==> config.mk <==
export PLATFORM = sky130hd
export DESIGN_NAME = initfrm_gen
export DESIGN_NICKNAME = d
export VERILOG_FILES = /design/src/rtl/initfrm_pkg.sv /design/src/rtl/initfrm_control.sv /design/src/rtl/initfrm_datapath.sv /design/src/rtl/initfrm_gen.sv
export SDC_FILE = /design/constraint.sdc
export NUM_CORES = 1
export LEC_CHECK = 0
export ABC_AREA = 0
export BUFFER_PORTS_ARGS = -buffer_cell sky130_fd_sc_hd__buf_2
export CORE_MARGIN = 2
export CORE_UTILIZATION = 64
export CTS_BUF_LIST = sky130_fd_sc_hd__clkbuf_4 sky130_fd_sc_hd__clkbuf_8
export DETAILED_ROUTE_END_ITERATION = 7
export GPL_ROUTABILITY_DRIVEN = 0
export PLACE_DENSITY_LB_ADDON = 0.15
export SLEW_MARGIN = 20
export SYNTH_ARGS = -nofsm -noshare
export SYNTH_HDL_FRONTEND = slang
export SYNTH_SLANG_ARGS = --single-unit
==> constraint.sdc <==
create_clock -name clk -period 4.09 [get_ports clk]
set_clock_uncertainty 0.1 [all_clocks]
set_input_delay 0.409 -clock clk [delete_from_list [all_inputs] [get_ports clk]]
set_output_delay 0.409 -clock clk [all_outputs]
set_load 0.01 [all_outputs]
==> src/rtl/initfrm_pkg.sv <==
package initfrm_pkg;
  localparam int FRAME_BYTES = 8;
  localparam int IDX_W = $clog2(FRAME_BYTES);
  localparam int CRC_W = 7;
  localparam int CRC_SPAN = 5;

  typedef enum logic [1:0] {
    ST_IDLE,
    ST_CRC,
    ST_SEND
  } state_t;

  typedef struct packed {
    logic             capture;
    logic             crcStep;
    logic [IDX_W-1:0] crcSel;
    logic             emit;
    logic [IDX_W-1:0] byteSel;
    logic             last;
  } strobe_t;
endpackage

==> src/rtl/initfrm_control.sv <==
module initfrm_control
  import initfrm_pkg::*;
(
  input  logic    clk,
  input  logic    rstN,
  input  logic    startPulse,
  input  logic    frameSel,
  output strobe_t strb
);
  state_t           state;
  logic [IDX_W-1:0] cnt;
  logic             lastByte;
  logic             lastCrc;

  assign lastByte = (state == ST_SEND) && (cnt == IDX_W'(FRAME_BYTES - 1));
  assign lastCrc  = (state == ST_CRC) && (cnt == IDX_W'(CRC_SPAN - 1));

  always_ff @(posedge clk) begin
    if (!rstN) begin
      state <= ST_IDLE;
      cnt   <= '0;
    end else begin
      unique case (state)
        ST_IDLE: if (startPulse) begin
          state <= frameSel ? ST_CRC : ST_SEND;
          cnt   <= '0;
        end
        ST_CRC: begin
          if (lastCrc) begin
            state <= ST_SEND;
            cnt   <= '0;
          end else begin
            cnt <= cnt + 1'b1;
          end
        end
        ST_SEND: begin
          if (lastByte) begin
            state <= ST_IDLE;
            cnt   <= '0;
          end else begin
            cnt <= cnt + 1'b1;
          end
        end
        default: state <= ST_IDLE;
      endcase
    end
  end

  // checksum walks the frame in a fixed permuted order
  always_comb begin
    strb         = '0;
    strb.capture = (state == ST_IDLE) && startPulse;
    strb.crcStep = (state == ST_CRC);
    case (cnt)
      IDX_W'(0): strb.crcSel = IDX_W'(1);
      IDX_W'(1): strb.crcSel = IDX_W'(0);
      IDX_W'(2): strb.crcSel = IDX_W'(7);
      IDX_W'(3): strb.crcSel = IDX_W'(6);
      default:   strb.crcSel = IDX_W'(5);
    endcase
    strb.emit    = (state == ST_SEND);
    strb.byteSel = cnt;
    strb.last    = lastByte;
  end

  p_step_r6: assert property (@(posedge clk) disable iff (!rstN)
    (state == ST_SEND && !lastByte) |=> (state == ST_SEND && cnt == $past(cnt) + 1'b1));

  p_crc_len_r6: assert property (@(posedge clk) disable iff (!rstN)
    (state == ST_SEND && $past(state) == ST_CRC) |-> ($past(cnt) == IDX_W'(CRC_SPAN - 1)));

  p_start_ignored_r8: assert property (@(posedge clk) disable iff (!rstN)
    (state != ST_IDLE && !lastByte) |=> (state != ST_IDLE));
endmodule

==> src/rtl/initfrm_datapath.sv <==
module initfrm_datapath
  import initfrm_pkg::*;
#(
  parameter int BUSY_W = 3,
  parameter logic [CRC_W-1:0] CRC_POLY = 7'h09
) (
  input  logic              clk,
  input  logic              rstN,
  input  strobe_t           strb,
  input  logic              frameSel,
  input  logic [BUSY_W-1:0] busyLen,
  output logic [7:0]        outData
);
  logic [BUSY_W-1:0] lenReg;
  logic              isInit;
  logic [CRC_W-1:0]  crcReg;
  logic [7:0]        frameByte [FRAME_BYTES];

  function automatic logic [CRC_W-1:0] crcByte(logic [CRC_W-1:0] c, logic [7:0] d);
    logic [CRC_W-1:0] r;
    logic fb;
    r = c;
    for (int b = 7; b >= 0; b--) begin
      fb = r[CRC_W-1] ^ d[b];
      r  = {r[CRC_W-2:0], 1'b0};
      if (fb) r = r ^ CRC_POLY;
    end
    return r;
  endfunction

  always_ff @(posedge clk) begin
    if (!rstN) begin
      lenReg <= '0;
      isInit <= 1'b0;
      crcReg <= '0;
    end else if (strb.capture) begin
      lenReg <= busyLen;
      isInit <= frameSel;
      crcReg <= '0;
    end else if (strb.crcStep) begin
      crcReg <= crcByte(crcReg, frameByte[strb.crcSel]);
    end
  end

  always_comb begin
    for (int i = 0; i < FRAME_BYTES; i++) frameByte[i] = isInit ? 8'h00 : 8'hFF;
    if (isInit) begin
      frameByte[1] = 8'h40;
      frameByte[2] = 8'hFF;
      frameByte[3] = 8'hFF;
      frameByte[4] = {crcReg, 1'b1};
      frameByte[5] = {(lenReg != '0), 7'h79};
      frameByte[6] = 8'(lenReg);
    end
  end

  assign outData = strb.emit ? frameByte[strb.byteSel] : 8'h00;

  p_len_held_r8: assert property (@(posedge clk) disable iff (!rstN)
    (strb.emit && !strb.last) |=> $stable(lenReg) && $stable(crcReg));
endmodule

==> src/rtl/initfrm_gen.sv <==
module initfrm_gen
  import initfrm_pkg::*;
#(
  parameter int BUSY_W = 3
) (
  input  logic              clk,
  input  logic              rstN,
  input  logic              startPulse,
  input  logic              frameSel,
  input  logic [BUSY_W-1:0] busyLen,
  output logic [7:0]        outData,
  output logic              outValid,
  output logic              outDone
);
  strobe_t strb;

  initfrm_control i_control (
    .clk(clk), .rstN(rstN), .startPulse(startPulse),
    .frameSel(frameSel), .strb(strb)
  );

  initfrm_datapath #(.BUSY_W(BUSY_W)) i_datapath (
    .clk(clk), .rstN(rstN), .strb(strb), .frameSel(frameSel),
    .busyLen(busyLen), .outData(outData)
  );

  assign outValid = strb.emit;
  assign outDone  = strb.last;

  p_done_pulse_r7: assert property (@(posedge clk) disable iff (!rstN)
    outDone |=> !outDone);

  p_idle_quiet_r9: assert property (@(posedge clk) disable iff (!rstN)
    !outValid |-> (outData == 8'h00 && !outDone));
endmodule

==> results of run 1 <==
==> final timing paths <==
| path | slack, ns | startpoint | endpoint |
|---|---|---|---|
| worst max-delay path | 1.50 | i_control.cnt[2] | i_datapath.crcReg[5] |
| worst min-delay path | 0.26 | busyLen[2] | i_datapath.lenReg[2] |
| worst max register to register | 1.50 | i_control.cnt[2] | i_datapath.crcReg[5] |
| worst min register to register | 0.41 | i_datapath.lenReg[2] | i_datapath.lenReg[2] |
==> registers in the layout, summed over array words and instances, names as in the netlist <==
signal,flops
i_datapath.lenReg,3
i_datapath.isInit,1
i_control.state,2
i_datapath.crcReg,7
i_control.cnt,3
==> area by class of cell <==
cell class	count	area, um2
multi-input cells	141	935
well taps	27	33.8
flip-flops and latches	16	320
fillers	174	523
clock buffers	4	36.3
inverters	9	33.8
repair buffers	16	80.1
==> synthesized netlist by cell type (all sizes together) <==
| cell | count |
|---|---|
| a22oi | 2 |
| o31ai | 5 |
| or3 | 3 |
| o21ai | 12 |
| a211o | 1 |
| and2 | 4 |
| nand2b | 7 |
| a21oi | 9 |
| dfxtp | 16 |
| xor2 | 3 |
| buf | 2 |
| nor2b | 2 |
| or4b | 1 |
| nor3b | 3 |
| a211oi | 2 |
| a21boi | 10 |
| o21a | 5 |
| inv | 9 |
| nand2 | 16 |
| nor3 | 2 |
| nand4 | 4 |
| nand3 | 8 |
| and4 | 1 |
| a31o | 4 |
| xnor2 | 7 |
| o21ba | 2 |
| ha | 10 |
| clkbuf | 6 |
| nor2 | 15 |
| o211ai | 1 |
| o311ai | 1 |
| or4 | 1 |
==> metrics by stage <==
stage | setup WS (ns) | std cells | area, um2 | hold WS, ns | utilization
after CTS | 1.57 | 213 | 1440 | 0.257 | 0.733
after detailed placement | 1.58 | 209 | 1400 | 0.382 | 0.715
after floorplan | 1.85 | 174 | 1330 | 0.357 | -
after global routing | 1.37 | 213 | 1440 | 0.276 | 0.733
final | 1.50 | 213 | 1440 | 0.259 | 0.733
after global placement | 1.74 | 209 | 1400 | 0.373 | 0.715
==> layer usage <==
metal  track usage  up-vias  part of all wire
li1              -      641                 -
met1         0.376      584              0.44
met2         0.438       66              0.47
met3        0.0424        9             0.070
met4         0.106        0             0.019
met5             0        -                 0
==> cells by family (layout without fill, tap and decap cells) <==
kind of cell	count (synthesis)	after routing	share of synthesized area
simple gates	67	67	0.263
compound gates	54	54	0.281
buf+inv	17	29	0.0547
flops	16	16	0.241
fa+ha+maj	10	10	0.0943
xor+xnor	10	10	0.0660
==> power by group through the flow <==
stage          Clock (uW)  Sequential (uW)  Combinational, uW
2_1_floorplan           0              188                165
3_3_place_gp            0              197                211
3_5_place_dp            0              198                216
4_1_cts               113              195                218
5_1_grt               117              198                246
6_report              107              196                219
==> worst reg2reg max path: stages, from the launching register on <==
cell and delay (ns):
dfxtp_1 0.66, inv_1 0.17, ha_1 0.35, or4_1 0.53, nand3_1 0.15, xor2_1 0.20
nand4_1 0.12, nor3b_2 0.20
==> metrics.csv, run 1 <==
metric,value,unit
core_area,1960,um2
crit_path_end_kind,flop,
postCtsSetupBuffers,0,
p_int,317,uW
yosysWarnings,0,
ir_worst_vdd,306,uV
die_area,2450,um2
crit_arrival,2.67,ns
clk_path_buf_depth,2,
crit_path_max_incr_delay,0.66,ns
slowest_stage,dfxtp_1,
fin_tns_setup,0,ns
syn_area_per_cell,7.63,um2
wl,3030,um
drc,0,
cts_tree,yes,
avgViaCountPerCell,6.10,
timing_hold_violations_final,0,
crit_cells,7,
grt_max_degree,19,
die_y,49.5,um
dp.final_hpwl,2240,um
seqPwrFrac,0.375,
yosysTopAreaCell,dfxtp_1,
cts.sinks,16,
clock_power_share,0.206,
vias,1300,
hold_class,in -> reg,
finalNetCount,204,
path_cells,inv_1 > ha_1 > or4_1 > nand3_1 > xor2_1 > nand4_1 > nor3b_2,
synth_cell_type_count,35,
dieWidth,49.5,um
io-pin-count,17,
portBuffers,16,
grt_pass1_wl,5200,um
cts-root-buf,clkbuf_4,
antenna_found_initial,0,
whs_path_depth,3,
cts_htree_levels,1,
netlist.area_leader.share,0.241,
synth_area_leaders,"dfxtp_1, ha_1, a21boi_0, xnor2_1, o21ai_0",
clk_latency,0.30,ns
cts_hold_repair.buffers,0,
ant_nets,0,
start_util,0.677,
wl_per_cell,14.2,um
cpLargestDelayFamily,simple AND/OR/NAND/NOR gates,
cts_buffers,3,
netlist_area,1330,um2
placementRows,16,
path_class,reg -> reg,
power_density,363,nW/um2
p_comb_frac,0.419,
rsz0062_at_grt,false,
maxSlewViolCount,0,
power.leakage,0.000533,uW
drive_above_1_share,0.151,
maxCapViolCount,0,
critPathLaunchType,flop,
worst-path-buf-inv,1,
fin_crit,2.59,ns
drt_iter0_markers,46,
relSlewSlack,0.606,
finalSetupViolations,0,
area_growth,8.39,%
grt_pass1_vias,1141,
critPathMaxFanout,17,
status,finished clean,
antenna_cells,0,
crit_required,4.17,ns
drtPass1Iterations,4,
ff2ff_path_depth,7,
fmax,0.386,GHz
clkTransAtPathRegs,0.10,ns
power,522,uW
layout_common_cells,"nand2_1, dfxtp_1, buf_2",
grt-ovfl-total,0,
ctsResizeCount,0,
grtUsageTotal,0.276,
netlist_instances,174,
post-route-period-util,0.633,
syn_nets,191,
switching_power,205,uW
worst-slew-pin-transition,0.591,ns
sw_frac_of_total,0.392,
yosysSeqAreaShare,0.241,
synth-seq-cells,16,
(Power assumes the default switching activity.)
==> run 2: changes to the inputs <==
Settings changed: CORE_UTILIZATION 64 to 60.
Clock period 4.09 ns to 2.7 ns, I/O delays scaled along.
==> metrics.csv, run 2 (synthesized netlist as in run 1, its figures left out) <==
metric,value,unit
post-route-period-util,0.853,
grtUsageTotal,0.266,
worst-slew-pin-transition,0.558,ns
vias,1240,
relSlewSlack,0.628,
maxSlewViolCount,0,
whs_path_depth,3,
drt_iter0_markers,11,
fin_tns_setup,0,ns
cpLargestDelayFamily,simple AND/OR/NAND/NOR gates,
slowest_stage,or4_1,
ant_nets,0,
fin_crit,2.30,ns
critPathLaunchType,flop,
dp.final_hpwl,2220,um
finalSetupViolations,0,
crit_path_end_kind,flop,
finalNetCount,206,
wl,2870,um
grt-ovfl-total,0,
path_cells,inv_1 > ha_1 > or4_1 > nand3_1 > xor2_1 > nand4_1 > nor3b_2,
dieWidth,51.0,um
grt_pass1_wl,5200,um
crit_path_max_incr_delay,0.57,ns
postCtsSetupBuffers,0,
die_area,2600,um2
path_class,reg -> reg,
grt_pass1_vias,1191,
ir_worst_vdd,412,uV
drc,0,
drive_above_1_share,0.160,
start_util,0.618,
p_int,483,uW
rsz0062_at_grt,false,
sw_frac_of_total,0.392,
area_growth,9.61,%
die_y,51.0,um
clk_latency,0.30,ns
cts_buffers,3,
clkTransAtPathRegs,0.10,ns
worst-path-buf-inv,1,
avgViaCountPerCell,5.74,
fillers,188,
pre_cts_slack,0.435,ns
largest_reg_flops,7,
maxCapViolCount,0,
dpl.cell_count,212,
layout_common_cells,"nand2_1, dfxtp_1, buf_2",
io-pin-count,17,
status,finished clean,
power,794,uW
top_register,i_datapath.crcReg,
seqPwrFrac,0.366,
wl_per_cell,13.3,um
crit_cells,7,
cts_htree_levels,1,
portBuffers,16,
critPathMaxFanout,8,
antenna_cells,0,
drtPass1Iterations,4,
grt_max_degree,19,
crit_required,2.79,ns
antenna_found_initial,0,
power.leakage,0.000544,uW
cts_hold_repair.buffers,0,
hold_class,in -> reg,
fmax,0.434,GHz
worst_slack,0.396,ns
clock_power_share,0.209,
cts_tree,yes,
core_area,2150,um2
cts.sinks,16,
cts-root-buf,clkbuf_4,
clk_path_buf_depth,2,
p_comb_frac,0.426,
whs,0.118,ns
crit_arrival,2.40,ns
ctsResizeCount,0,
timing_hold_violations_final,0,
ff2ff_path_depth,7,
placementRows,17,
final-instance-count-excl-fill,216,
reg_top3,"i_datapath.crcReg (7), i_control.cnt (3), i_datapath.lenReg (3)",
switching_power,311,uW
power_density,545,nW/um2
==> run 2: cell types whose count changed in the layout (fill, tap and decap cells not counted) <==
| cell | change |
|---|---|
| buf_4 | +2 |
==> run 2: cell type report <==
cell class / count / area (um2) / share of cell area
timing repair buffer: 18 / 95.1 / 0.0653
inverter: 9 / 33.8 / 0.0232
clock buffer: 4 / 36.3 / 0.0249
multi-input combinational: 141 / 935 / 0.642
sequential: 16 / 320 / 0.220
tap: 28 / 35.0 / 0.0241
==> run 2: final timing paths <==
path / endpoint / slack, ns / start
worst min-delay path: i_datapath.lenReg[2] / 0.12 / busyLen[2]
worst min register to register: i_datapath.lenReg[2] / 0.40 / i_datapath.lenReg[2]
worst max register to register: i_datapath.crcReg[5] / 0.40 / i_control.cnt[1]
worst max-delay path: i_datapath.crcReg[5] / 0.40 / i_control.cnt[1]
==> run 2: layer usage <==
layer / vias up / global-route usage / share of wire
met5: - / 0 / 0
li1: 639 / - / -
met1: 572 / 0.356 / 0.51
met3: 7 / 0.0351 / 0.027
met2: 22 / 0.418 / 0.44
met4: 0 / 0.131 / 0.022
==> run 2: tightest hold or removal path, stage by stage <==
cell      delay (ns)
buf_2           0.09
nand3_1         0.05
a21boi_0        0.07
==> run 2: power groups by stage <==
stage	combinational (uW)	sequential, uW	clock, uW
CTS	338	290	171
finish	338	290	166
global route	378	295	184
detailed placement	335	295	0
floorplan	249	284	0
global placement	326	294	0
==> run 2: per-stage QoR <==
stage,instance area [um2],util
final,1460,0.677
after global routing,1460,0.677
after CTS,1460,0.677
after detailed placement,1420,0.660
after global placement,1420,0.660
after floorplan,1330,-
==> run 3: changes to the inputs <==
Settings changed: ABC_AREA 0 to 1, RECOVER_POWER set to 100.
==> metrics.csv, run 3 <==
metric,value,unit
status,finished clean,
dieWidth,52.0,um
timing_hold_violations_final,0,
grtUsageTotal,0.291,
grt_pass1_vias,1305,
synth_area_leaders,"dfxtp_1, nand2_1, inv_1, ha_1, a21oi_1",
synth_xor_xnor_area_share,0.0453,
clkTransAtPathRegs,0.10,ns
netlist_instances,210,
fmax,0.413,GHz
vias,1413,
grt-ovfl-total,0,
die_area,2700,um2
yosysTopAreaCell,dfxtp_1,
synth_fa_ha_area_frac,0.0907,
drt_iter0_markers,77,
layout_common_cells,"nand2_1, inv_1, a21oi_1",
cts_hold_repair.buffers,0,
finalSetupViolations,0,
crit_arrival,2.05,ns
worst_slack,0.279,ns
portBuffers,16,
synth_edf_count,0,
yosys.area_share.simple,0.293,
avgViaCountPerCell,5.54,
die_y,52.0,um
finalNetCount,245,
yosysMostFrequentCell,nand2_1,
crit_required,2.33,ns
synth_top_family_by_area,simple AND/OR/NAND/NOR gates,
critPathMaxFanout,9,
clock_power_share,0.148,
top_usage_layer,met2,
cts_tree,yes,
sw_frac_of_total,0.501,
hold_class,in -> reg,
start_util,0.630,
pre_cts_slack,0.521,ns
met2_usage,0.437,
path_cells,inv_1 > nor2_1 > nand3_1 > o21ai_0 > nand2_1 > nand2_1 > a21oi_1 > buf_2,
relSlewSlack,0.647,
wl,3400,um
async_reset_ff_frac,0,
largest_reg_flops,7,
synth_compound_area_frac,0.212,
drive_above_1_share,0.101,
clk_path_buf_depth,2,
cpMostUsedCell,nand2_1,
ant_nets,0,
fin_crit,2.42,ns
grtUsageMet3,0.0316,
power_density,780,nW/um2
synth-seq-cells,16,
maxCapViolCount,0,
slowest_stage,dfxtp_1,
power,1160,uW
wl_per_cell,13.3,um
antenna_found_initial,0,
power.leakage,0.000743,uW
rsz0062_at_grt,false,
core_area,2190,um2
worst-slew-pin-transition,0.525,ns
p_comb_frac,0.565,
path_class,reg -> out,
yosysSeqAreaShare,0.232,
dp.final_hpwl,2710,um
cts-root-buf,clkbuf_4,
switching_power,581,uW
post-route-period-util,0.897,
ff2ff_setup_slack,0.37,ns
fin_tns_setup,0,ns
crit_path_end_kind,output pin,
cts.sinks,16,
cts_htree_levels,1,
yosys-top-cells-count,"nand2_1, inv_1, a21oi_1",
cts_buffers,3,
io-pin-count,17,
ir_worst_vdd,607,uV
worst-path-buf-inv,2,
drc,0,
cpLargestDelayFamily,flip-flops,
final_common_cell,nand2_1,
grt_max_degree,12,
final-instance-count-excl-fill,255,
antenna_cells,0,
ctsResizeCount,0,
syn_area_per_cell,6.57,um2
netlist.area_leader.share,0.232,
synth_cell_type_count,32,
dpl.cell_count,251,
clk_latency,0.31,ns
drtPass1Iterations,5,
grt_pass1_wl,5780,um
maxSlewViolCount,0,
placementRows,17,
yosysWarnings,0,
critPathLaunchType,flop,
top_register,i_datapath.crcReg,
syn_nets,227,
synth_top_flop_cell,dfxtp_1,
crit_path_max_incr_delay,0.59,ns
area_growth,7.62,%
grt_use_met1,0.404,
muxShareOfSynthArea,0,
reg_top3,"i_datapath.crcReg (7), i_control.cnt (3), i_datapath.lenReg (3)",
netlist_area,1380,um2
seqPwrFrac,0.287,
postCtsSetupBuffers,0,
p_int,577,uW
## run 3: logic make-up (layout without fill, tap and decap cells)
family,count (synthesis),after routing
simple gates,87,87
compound gates,51,51
buf+inv,41,58
flops,16,16
fa+ha+maj,10,10
xor+xnor,5,5
## run 3: worst reg2reg max path, stage by stage, from the launching register on
cell and delay, ns:
dfxtp_1 0.56, inv_6 0.10, ha_1 0.29, a21oi_4 0.19
nand2_1 0.22, nand2_8 0.16, nand2_4 0.06, xor2_1 0.20
nand2_1 0.11, nand3_1 0.09, nand3_1 0.07, nand2_1 0.06
inv_1 0.03
## run 3: path summary, 6_finish.rpt
path                                           start              endpoint  cells past startpoint
worst max-delay path               i_datapath.isInit            outData[7]                      8
worst min-delay path                        frameSel     i_datapath.isInit                      3
worst max register to register      i_control.cnt[2]  i_datapath.crcReg[6]                     12
worst min register to register  i_datapath.lenReg[2]  i_datapath.lenReg[2]                      2
## run 3: routing by layer
layer  vias to the layer above  wire, um
li1                        719         -
met1                       624      1590
met2                        63      1510
met3                         7       249
met4                         0        61
met5                         -         0
## run 3: area by class of cell
class	instances	area, um2
Tap cell	28	35.0
Sequential cell	16	320
Inverter	37	144
Multi-Input combinational cell	153	872
Clock buffer	4	36.3
Fill cell	202	706
Timing Repair Buffer	17	77.6
## run 3: power groups by stage
stage	Clock (uW)	Sequential, uW	Combinational, uW
after CTS	174	331	671
after global placement	0	334	639
after floorplan	0	312	525
after detailed placement	0	336	663
after global routing	175	339	738
final	172	332	654
## run 3: stage by stage
step	hold slack, ns	utilization	area (um2)
final	0.159	0.678	1490
after detailed placement	0.393	0.672	1470
after CTS	0.150	0.688	1510
after floorplan	0.306	-	1380
after global routing	0.181	0.678	1490
after global placement	0.383	0.672	1470
